`src/rtl/yq_pkg.sv`:
```
package yq_pkg;

    typedef enum logic [1:0] {
        SEL_RETIRE = 2'd0,
        SEL_QUAL   = 2'd1,
        SEL_POLICY = 2'd2,
        SEL_PASS   = 2'd3
    } yq_sel_e;

    typedef struct packed {
        logic       fault;
        logic [2:0] code;
        logic       deact;
    } yq_verdict_t;

    localparam logic [2:0] EXC_NONE   = 3'd0;
    localparam logic [2:0] EXC_QUAL   = 3'd2;
    localparam logic [2:0] EXC_POLICY = 3'd4;

    function automatic yq_verdict_t verdict_none();
        yq_verdict_t v;
        v.fault = 1'b0;
        v.code  = EXC_NONE;
        v.deact = 1'b0;
        return v;
    endfunction

    function automatic yq_verdict_t verdict_fault(input logic [2:0] c);
        yq_verdict_t v;
        v.fault = 1'b1;
        v.code  = c;
        v.deact = 1'b0;
        return v;
    endfunction

endpackage

```
`src/rtl/yq_selector.sv`:
```
module yq_selector #(
    parameter int DATA_W = 32
) (
    input  logic [DATA_W-1:0] src,
    output yq_pkg::yq_sel_e   sel
);
    import yq_pkg::*;

    localparam logic [DATA_W-1:0] PASS_VAL = {{(DATA_W-1){1'b1}}, 1'b0};

    always_comb begin
        if (src == '0) begin
            sel = SEL_RETIRE;
        end else if (!src[DATA_W-1]) begin
            sel = SEL_QUAL;
        end else if (src == PASS_VAL) begin
            sel = SEL_PASS;
        end else begin
            sel = SEL_POLICY;
        end
    end
endmodule

```
`src/rtl/yq_verdict.sv`:
```
module yq_verdict #(
    parameter int DATA_W = 32,
    parameter int VP_W   = 4,
    parameter int CTX_W  = 4
) (
    input  yq_pkg::yq_sel_e     sel,
    input  logic [DATA_W-1:0]   mask,
    input  logic [VP_W-1:0]     self_vp,
    input  logic [CTX_W-1:0]    self_ctx,
    input  logic [VP_W-1:0]     bind_vp,
    input  logic [CTX_W-1:0]    bind_ctx,
    input  logic                dyn_alloc,
    input  logic                halted,
    input  logic                active,
    input  logic                dirty,
    input  logic                ien,
    output yq_pkg::yq_verdict_t verdict
);
    import yq_pkg::*;

    logic bound_self;
    logic may_retire;

    assign bound_self = (bind_vp == self_vp) && (bind_ctx == self_ctx);
    assign may_retire = bound_self && dyn_alloc && !halted && active;

    always_comb begin
        verdict = verdict_none();
        case (sel)
            SEL_RETIRE: verdict.deact = may_retire;
            SEL_QUAL: begin
                if (mask == '0) verdict = verdict_fault(EXC_QUAL);
            end
            SEL_POLICY: begin
                if (ien && dirty) verdict = verdict_fault(EXC_POLICY);
            end
            default: verdict = verdict_none();
        endcase
    end
endmodule

```
`src/rtl/yq_resp_reg.sv`:
```
module yq_resp_reg #(
    parameter int DATA_W = 32
) (
    input  logic                clk,
    input  logic                rst,
    input  logic                load,
    input  logic [DATA_W-1:0]   result_d,
    input  yq_pkg::yq_verdict_t verdict_d,
    output logic                valid_q,
    output logic [DATA_W-1:0]   result_q,
    output yq_pkg::yq_verdict_t verdict_q
);
    import yq_pkg::*;

    always_ff @(posedge clk) begin
        if (rst || !load) begin
            valid_q   <= 1'b0;
            result_q  <= '0;
            verdict_q <= verdict_none();
        end else begin
            valid_q   <= 1'b1;
            result_q  <= result_d;
            verdict_q <= verdict_d;
        end
    end
endmodule

```
`src/rtl/yield_qual_unit.sv`:
```
module yield_qual_unit #(
    parameter int DATA_W = 32,
    parameter int VP_W   = 4,
    parameter int CTX_W  = 4
) (
    input  logic              clk,
    input  logic              rst,
    input  logic              req_valid,
    input  logic [DATA_W-1:0] src_value,
    input  logic [DATA_W-1:0] qual_mask,
    input  logic [VP_W-1:0]   self_vp,
    input  logic [CTX_W-1:0]  self_ctx,
    input  logic [VP_W-1:0]   bind_vp,
    input  logic [CTX_W-1:0]  bind_ctx,
    input  logic              ctx_dyn_alloc,
    input  logic              ctx_halted,
    input  logic              ctx_active,
    input  logic              ctx_dirty,
    input  logic              intervene_en,
    output logic              rsp_valid,
    output logic [DATA_W-1:0] rsp_result,
    output logic              rsp_fault,
    output logic [2:0]        rsp_exc_code,
    output logic              rsp_deactivate
);
    import yq_pkg::*;

    yq_sel_e     sel;
    yq_verdict_t verdict_d;
    yq_verdict_t verdict_q;
    logic [DATA_W-1:0] masked;

    assign masked = src_value & qual_mask;

    yq_selector #(.DATA_W(DATA_W)) sel_i (
        .src (src_value),
        .sel (sel)
    );

    yq_verdict #(.DATA_W(DATA_W), .VP_W(VP_W), .CTX_W(CTX_W)) verdict_i (
        .sel       (sel),
        .mask      (qual_mask),
        .self_vp   (self_vp),
        .self_ctx  (self_ctx),
        .bind_vp   (bind_vp),
        .bind_ctx  (bind_ctx),
        .dyn_alloc (ctx_dyn_alloc),
        .halted    (ctx_halted),
        .active    (ctx_active),
        .dirty     (ctx_dirty),
        .ien       (intervene_en),
        .verdict   (verdict_d)
    );

    yq_resp_reg #(.DATA_W(DATA_W)) resp_i (
        .clk       (clk),
        .rst       (rst),
        .load      (req_valid),
        .result_d  (masked),
        .verdict_d (verdict_d),
        .valid_q   (rsp_valid),
        .result_q  (rsp_result),
        .verdict_q (verdict_q)
    );

    assign rsp_fault      = verdict_q.fault;
    assign rsp_exc_code   = verdict_q.code;
    assign rsp_deactivate = verdict_q.deact;
endmodule

```
`config.mk`:
```
export PLATFORM = sky130hd
export DESIGN_NAME = yield_qual_unit
export DESIGN_NICKNAME = d
export VERILOG_FILES = /design/src/rtl/yq_pkg.sv /design/src/rtl/yq_selector.sv /design/src/rtl/yq_verdict.sv /design/src/rtl/yq_resp_reg.sv /design/src/rtl/yield_qual_unit.sv
export SDC_FILE = /design/constraint.sdc
export NUM_CORES = 1
export LEC_CHECK = 0
export BUFFER_PORTS_ARGS = -buffer_cell sky130_fd_sc_hd__buf_2
export CELL_PAD_IN_SITES_DETAIL_PLACEMENT = 0
export CELL_PAD_IN_SITES_GLOBAL_PLACEMENT = 1
export CORE_MARGIN = 2
export CORE_UTILIZATION = 26
export CTS_CLUSTER_DIAMETER = 200
export DETAILED_ROUTE_END_ITERATION = 10
export GPL_TIMING_DRIVEN = 0
export PLACE_DENSITY_LB_ADDON = 0.1
export SYNTH_ARGS = -nofsm -noshare
export SYNTH_HDL_FRONTEND = slang
export SYNTH_SLANG_ARGS = --single-unit
```
`constraint.sdc`:
```
create_clock -name clk -period 2.35 [get_ports clk]
set_clock_uncertainty 0.15 [all_clocks]
set_input_delay 0 -clock clk [delete_from_list [all_inputs] [get_ports clk]]
set_output_delay 0 -clock clk [all_outputs]
set_load 0.1 [all_outputs]
```
==> results.txt <==
RD Place Congestion -> 0.716
io pins -> 126
post-route ant nets -> 0
Filler Cells Inserted -> 504
Buf/Inv on CP -> 3
width of the chip -> 76.9 um
layout cells sized above 1 -> 43.0%
GRT overflow -> 0
fin crit share -> 94.4%
Top cell by count, worst path -> dlygate4sd3_1
Hold WC Path Type -> in2reg
CTS Buffer Depth -> 2
Register Area -> 741 um2
DRC -> 0
Slowest Stage Delay on Critical Path -> 560 ps
total CTS buffers -> 5
Setup crit start -> src_value[5]
Post-synth ARST share -> 0%
Fin. Hold Viols -> 0
met3 usage -> 4.82%
Setup-failing EPs final -> 0
met2 track demand over resource -> 34.3%
H-tree levels -> 2
Starting Density -> 27.0%
Leak -> 1.57 nW
kind of critical path -> in2reg
Non-Filler Instances -> 414
final design utilization -> 59.0%
Total Routing Usage GR -> 18.8%
placed cell area -> 0.00209 mm2
overall die area -> 0.00591 mm2
fin crit period -> 2220 ps
Clock transition at path regs -> 70 ps
CTS root buf -> clkbuf_8
syn nets -> 227
Worst Hold End -> resp_i.verdict_q[4]
Power, Total -> 1.43 mW
First-pass DRT Iterations -> 4
Post-synth EDFFs -> 0
critical path capture point type -> flop
crit path max fanout -> 3
sequential area share after synthesis -> 53.6%
ANT cells -> 0
area of the multi-input gates -> 678 um2
dpl cells -> 330
Hold Path Depth -> 5
HPWL Detailed -> 3740 um
ranking of synthesized cells by area -> dfxtp_1 54%, and3_1 14%, nor4_1 6.8%
core footprint -> 0.00511 mm2
wire per inst -> 13.1 um
fin. max-slew vios -> 0
Gate Count Post-Synth -> 136
vias per std cell -> 4.47
ys flop type -> dfxtp_1
share of the synthesized area in the top cell type -> 53.6%
largest area contributor in the netlist -> dfxtp_1
min-delay src -> qual_mask[21]
GRT Max-Usage Layer -> met2
synth warn -> 0
Cell Chain, Critical Path -> buf_2 -> nor4_4 -> nand4_1 -> nor2_1 -> a21o_1 -> ha_2 -> nand3_1 -> dlygate4sd3_1 -> nor2_2 -> dlygate4sd3_1
fmax -> 451 MHz
first-pass GRT wire length -> 8670 um
pre-CTS setup slack -> 299 ps
top-count cell post-synth -> dfxtp_1
I/O Buffers -> 124
CTS sink count -> 37
initial antenna violation count -> 0
Arr. time, crit path -> 2290 ps
crit path max-delay cell type -> dlygate4sd3_1
Peak supply drop -> 0.261 mV
Layout Nets -> 436
Avg Cell Area, Syn -> 10.2 um2
max cap viols -> 0
Syn Std Cell Area -> 0.00138 mm2
Setup crit start kind -> primary input
die height -> 76.9 um
register bit total from synthesis -> 37
Routed WL -> 5440 um
CP required -> 2430 ps
Area Growth Syn to Fin -> 118%
post-route cell area -> 0.00301 mm2
vias in the first global route -> 1839
Setup WS post-layout -> 131 ps
met1 GRT Util -> 21.2%
largest net degree at the start of global routing -> 11
Vias -> 1852
status -> completed
CP delay by family, top -> buffers and inverters
pwr dens -> 474 mW/mm2
library cells used by synthesis -> 22
Commonest cells post-synth -> 37 x dfxtp_1, 31 x and3_1, 15 x nor4_1, 12 x nand4_1, 8 x xnor2_1
CTS tree -> built
DR iter-0 viols -> 44
Core Rows -> 26
## layer usage
layer	vias up	wire (um)	part of all wire (%)
met1	835	2170	40
met5	-	0	0
met3	6	402	7.4
met2	90	2790	51
met4	0	68	1.3
li1	921	-	-
## per-stage QoR
stage,hold WS (ps),TNS [ps]
floorplan,-4.10,0
global placement,99.8,0
detailed placement,100,0
CTS,99.3,0
global route,107,-1.81
finish,114,0
## power by group
group	switching, mW	internal, mW
logic	0.218	0.160
registers	0.00327	0.642
clock network	0.208	0.195
total	0.430	0.997
## layout by cell type, fill, tap and decap left out, types with 2 or more instances in the layout
master           n
buf_2          124
nor4_1           8
xnor2_1          8
buf_4            3
clkbuf_8         5
dfxtp_1         37
ha_2             2
nor2b_1          2
nor4_2           8
nand3_1          3
dlygate4sd3_1   77
nand4_1         12
and3_1          31
clkbuf_1         4
nor2_1           2
nand2_1          4
## area by class of cell
class                   instances  area share (%)
plain buffers                   6           0.997
clock inverters                 1           0.166
well taps                      70            2.91
flip-flops and latches         37            24.6
inverters                       1           0.125
repair buffers                202            46.4
clock buffers                   5            2.28
multi-input cells              92            22.5
## state kept, by name (all words and copies together), names as in the netlist
signal            cells
resp_i.valid_q        1
resp_i.result_q      32
resp_i.verdict_q      4
## kinds of logic after synthesis
kind of cell    share of synthesized area [%]
simple gates                             35.0
other cells                             0.271
compound gates                          0.906
flops                                    53.6
xor+xnor                                 5.07
fa+ha+maj                                2.72
buf+inv                                  2.44
## tightest hold or removal path: cells and delay by family
kind                   cells  cell delay [ps]
buffers and inverters      1              100
AND/OR/NAND/NOR            4              380
## timing repair
action | 4_1_cts | 5_1_grt
hold buffers | 72 | 6
setup buffers | 0 | 1
resized for setup | 0 | 13
hold endpoints to repair | 36 | 1
endpoints found under the setup margin | 0 | 3
## how the worst max path moves through the flow
stage                                endpoint  cells past startpoint
after floorplan           resp_i.verdict_q[4]                      9
after global placement    resp_i.verdict_q[4]                     10
after detailed placement  resp_i.verdict_q[4]                     10
after CTS                 resp_i.verdict_q[3]                     10
after global routing      resp_i.verdict_q[3]                     10
final                     resp_i.verdict_q[3]                     10
Note: power is estimated with default switching activity, not from simulation.
